<file path="src/rtl/dacm_pkg.sv">
package dacm_pkg;

    localparam int FRAME_BITS = 16;
    localparam int DATA_BITS  = 12;

    typedef enum logic [1:0] {
        OP_LOAD     = 2'b00,
        OP_LOAD_UPD = 2'b01,
        OP_LOAD_ALL = 2'b10,
        OP_PWRDN    = 2'b11
    } dacm_op_e;

    typedef struct packed {
        logic [1:0]           sel;
        dacm_op_e             op;
        logic [DATA_BITS-1:0] data;
    } dacm_frame_t;

endpackage

</file>
<file path="src/rtl/dacm_reg_bank.sv">
module dacm_reg_bank
    import dacm_pkg::*;
#(
    parameter int NUM_CH = 4,
    parameter int RES    = 12
) (
    input  logic                  clk,
    input  logic                  rst_n,
    input  logic                  frame_vld,
    input  logic [FRAME_BITS-1:0] frame,
    output logic [NUM_CH*RES-1:0] out_flat,
    output logic [NUM_CH*RES-1:0] pend_flat,
    output logic [1:0]            pd_mode
);
    localparam int LSB = DATA_BITS - RES;

    typedef struct packed {
        logic [NUM_CH-1:0][RES-1:0] pend;
        logic [NUM_CH-1:0][RES-1:0] live;
        logic [1:0]                 pd;
    } bank_st_t;

    bank_st_t    st_d, st_q;
    dacm_frame_t f;
    dacm_op_e    op;
    logic [1:0]  sel;
    logic [RES-1:0] code;
    logic        ch_ok;

    assign f    = dacm_frame_t'(frame);
    assign op   = f.op;
    assign sel  = f.sel;
    assign code = f.data[DATA_BITS-1 -: RES];

    generate
        if (LSB > 0) begin : g_drop_lsbs
            logic unused_lsbs;
            assign unused_lsbs = ^f.data[LSB-1:0];
        end
    endgenerate

    always_comb begin
        ch_ok = (int'(sel) < NUM_CH);
        st_d  = st_q;
        if (frame_vld) begin
            unique case (op)
                OP_LOAD: begin
                    for (int i = 0; i < NUM_CH; i++)
                        if (int'(sel) == i) st_d.pend[i] = code;
                end
                OP_LOAD_UPD: begin
                    for (int i = 0; i < NUM_CH; i++)
                        if (int'(sel) == i) begin
                            st_d.pend[i] = code;
                            st_d.live[i] = code;
                        end
                    if (ch_ok) st_d.pd = 2'd0;
                end
                OP_LOAD_ALL: begin
                    for (int i = 0; i < NUM_CH; i++) begin
                        st_d.pend[i] = code;
                        st_d.live[i] = code;
                    end
                    st_d.pd = 2'd0;
                end
                OP_PWRDN: begin
                    if (sel != 2'd0) st_d.pd = sel;
                end
                default: ;
            endcase
        end
    end

    always_ff @(posedge clk or negedge rst_n) begin
        if (!rst_n) st_q <= '0;
        else        st_q <= st_d;
    end

    assign out_flat  = st_q.live;
    assign pend_flat = st_q.pend;
    assign pd_mode   = st_q.pd;

    a_r7_idle_holds: assert property (@(posedge clk) disable iff (!rst_n)
        !frame_vld |=> $stable(st_q));

    a_r2_load_keeps_live: assert property (@(posedge clk) disable iff (!rst_n)
        frame_vld && op == OP_LOAD |=> $stable(st_q.live) && $stable(st_q.pd));

    a_r4_all_aligned: assert property (@(posedge clk) disable iff (!rst_n)
        frame_vld && op == OP_LOAD_ALL |=> st_q.live == st_q.pend);

    a_r5_pd_enter: assert property (@(posedge clk) disable iff (!rst_n)
        frame_vld && op == OP_PWRDN && sel != 2'd0 |=> pd_mode == $past(sel) && $stable(st_q.live));

    a_r6_wake: assert property (@(posedge clk) disable iff (!rst_n)
        frame_vld && ((op == OP_LOAD_UPD && ch_ok) || op == OP_LOAD_ALL) |=> pd_mode == 2'd0);

    a_r8_bad_channel: assert property (@(posedge clk) disable iff (!rst_n)
        frame_vld && (op == OP_LOAD || op == OP_LOAD_UPD) && !ch_ok |=> $stable(st_q));

endmodule

</file>
<file path="config.mk">
export PLATFORM = sky130hd
export DESIGN_NAME = dacm_reg_bank
export DESIGN_NICKNAME = d
export VERILOG_FILES = /design/src/rtl/dacm_pkg.sv /design/src/rtl/dacm_reg_bank.sv
export SDC_FILE = /design/constraint.sdc
export NUM_CORES = 1
export LEC_CHECK = 0
export BUFFER_PORTS_ARGS = -buffer_cell sky130_fd_sc_hd__buf_2
export CELL_PAD_IN_SITES_DETAIL_PLACEMENT = 1
export CELL_PAD_IN_SITES_GLOBAL_PLACEMENT = 1
export CORE_MARGIN = 4
export CORE_UTILIZATION = 45
export CTS_CLUSTER_SIZE = 25
export DETAILED_ROUTE_END_ITERATION = 7
export GPL_TIMING_DRIVEN = 0
export MAX_ROUTING_LAYER = met4
export PLACE_DENSITY = 0.93
export SKIP_LAST_GASP = 1
export SYNTH_ARGS = -nofsm -noshare
export SYNTH_HDL_FRONTEND = slang
export SYNTH_SLANG_ARGS = --single-unit
export TNS_END_PERCENT = 50
</file>
<file path="constraint.sdc">
create_clock -name clk -period 1.3 [get_ports clk]
set_input_delay 0.26 -clock clk [delete_from_list [all_inputs] [get_ports clk]]
set_output_delay 0.26 -clock clk [all_outputs]
set_load 0.05 [all_outputs]
</file>
==> flow_summary.toml <==
[status]
status = "finished with violations"
violations = "setup timing"

[run]
drv_cap = 0

[global_route]
antenna_found_initial = 0
grt_max_degree = 70
grt_pass1_vias = 2752
gr-total-overflow = 0
grt_pass1_wl_um = 15700
grt_usage_pct = 21.0

[synthesis]
synth-xor-area-share_pct = 0
synth_cells = 235
synth_edf_count = 0
synth_top_cells_by_area = "dfrtp_1, mux2_2, mux2_1, mux2_4, buf_4"
syn_area_per_cell_um2 = 16.6
synth_common_cells = "dfrtp_1, mux2_2, mux2_1, mux2_4, buf_4"
synth_top_cell_by_area = "dfrtp_1"
synth_adder_area_share_pct = 0.961
async_flop_share_pct = 100
syn_nets = 257
syn_area_um2 = 3910
yosys-mux-area-fraction_pct = 29.6
yosysMostFrequentCell = "dfrtp_1"
synth_top_cell_area_share_pct = 62.8
synth-seq-area-share_pct = 62.8
ys_types = 20
synth_top_family_by_area = "multiplexers"
yosys_warnings = 0
synth_compound_gate_area_share_pct = 2.59
ys_ff_latch = 98
synthSimpleGateAreaFrac_pct = 1.67
synth_flop_cell = "dfrtp_1"

[timing]
rsz0062_at_grt = "true"
worstMarginPinSlew_ps = 402
hold_violations = 0
fmax_ghz = 0.769
setup_slack_ps = -0.309
slew_headroom_pct = 73.2
slew_violations = 0
period_minus_slack_ps = 1300
clock_skew_ps = 0
finalCritPeriodShare_pct = 100
setup_viol = 1

[setup_path]
crit_type = "input port to register"
worstPathRequired_ps = 1550
cpPeakStageDelay_ps = 360
crit_fanout = 10
critPathLaunchType = "input port"
cp_cell_sequence = "clkbuf_4 -> inv_12 -> ha_4 -> nand3b_4 -> o21ai_2 -> buf_6 -> mux2_1"
worstPathArrival_ps = 1550
worstSetupEndpointType = "register"
crit_slowest_cell = "mux2_1"

[pwr]
peakVddDrop_v = 0.000674
powerDensity_nw_per_um2 = 2030
power_leakage_nw = 2.44

[route]
final_antenna_net_count = 0
drc = 0
first_pass_iters = 4
wl_per_cell_um = 21.6
num_vias = 2451
drt_iter0_drc = 61
post_drt_via_cell_ratio = 5.14
routed_wl_um = 10300

[clock_network]
tritoncts = "done"
clk_pin_slew_ps = 110
cts_buffer_depth = 2
clock_sinks = 98
clock_latency_ps = 350
htreeDepth = 3
cts_made_buffers = 9
cts_root_buf = "clkbuf_8"

[place]
io_buffers = 115
globalplace.congestion = 0.761
hpwl_um = 7200
dpl_cell_area_um2 = 4700

[floorplanning]
core-area_um2 = 8340
rows = 33
initial_core_util_pct = 46.8
pin_count = 117
dieArea_um2 = 10200
die_h_um = 101
fp.dieW_um = 101

[final_layout]
stdcell_area_um2 = 5020
diodes = 0
fin_util_pct = 60.1
syn2layout_area_growth_pct = 28.4
layout-drive-gt1-share_pct = 58.6
nets = 389

[min_path]
hold_class = "input port to register"
-- state kept, by name, indices dropped and copies added (netlist names) --
| name | count |
|---|---|
| pd_mode | 2 |
| out_flat | 48 |
| pend_flat | 48 |
-- timing repair --
| action | 4_1_cts | 5_1_grt |
|---|---|---|
| setup endpoints to repair | 65 | 93 |
| cloned | 0 | 1 |
| pin swaps | 0 | 2 |
| gates resized for setup | 7 | 29 |
| buffers inserted | 1 | 2 |
| endpoints found under the hold margin | 29 | 0 |
| hold buffers | 1 | 0 |
-- worst paths after layout --
path | start | end | slack [ps] | cells after the start
setup reg to reg | pd_mode[0] | pd_mode[0] | 430 | 3
min in group asynchronous | rst_n | out_flat[2] | 350 | 2
setup / recovery | frame[13] | out_flat[45] | -0.3 | 7
hold / removal | frame[4] | pend_flat[16] | 210 | 2
hold reg to reg | out_flat[43] | out_flat[43] | 490 | 1
max in group asynchronous | rst_n | pd_mode[1] | 280 | 3
-- metal layers --
| metal | up-vias | GRT usage (%) | wire, um |
|---|---|---|---|
| li1 | 1091 | - | - |
| met1 | 1261 | 25.6 | 4260 |
| met2 | 86 | 35.4 | 5290 |
| met3 | 13 | 4.27 | 560 |
| met4 | 0 | 6.34 | 178 |
| met5 | - | - | 0 |
-- cells in the final DEF, fill, tap and decap left out, types with 3 or more instances in the layout --
cell	n
dfrtp_1	98
clkbuf_8	9
buf_2	96
buf_4	12
buf_6	6
mux2_2	41
nand2b_1	3
mux2_4	20
o21ai_2	3
nand2_1	4
clkbuf_4	12
mux2_1	35
clkinv_4	3
inv_1	4
o21ai_0	3
-- report_power, final --
group          internal (W)  leakage, nW  switching, W
registers           0.00370         1.16      0.000381
logic               0.00113         1.18       0.00311
clock network      0.000737       0.0976       0.00115
-- stage by stage --
stage	hold WS, ps	instances	total power, W	worst slack [ps]	TNS (ps)
finish	211	477	0.0102	-0.309	-0.309
global route	214	477	0.0107	-38.7	-588
CTS	207	474	0.0102	-28.1	-298
detailed placement	214	456	0.00832	-474	-34800
global placement	461	455	0.00813	-935	-122790
floorplan	-35.6	235	0.00715	-46.1	-1610
-- logic make-up (layout without fill, tap and decap cells) --
group / Yosys count / count (layout)
adders and majority gates: 3 / 3
and+or+nand+nor: 11 / 11
buffers and inverters: 14 / 151
AOI/OAI and AO/OA: 13 / 13
DFF: 98 / 98
muxes: 96 / 96
-- area by class of cell --
class / instances / area (um2)
plain buffers: 9 / 105
clock buffers: 9 / 124
clock inverters: 7 / 62.6
fillers: 830 / 3320
inverters: 5 / 31.3
multi-input cells: 123 / 1420
flip-flops and latches: 98 / 2450
well taps: 105 / 131
repair buffers: 121 / 691
-- worst max-delay path: cells and delay by family --
family / cells / cell delay, ps
simple gates: 1 / 200
compound gates: 1 / 110
buf+inv: 3 / 450
mux: 1 / 360
fa+ha+maj: 1 / 150
Note: power is estimated with default switching activity, not from simulation.
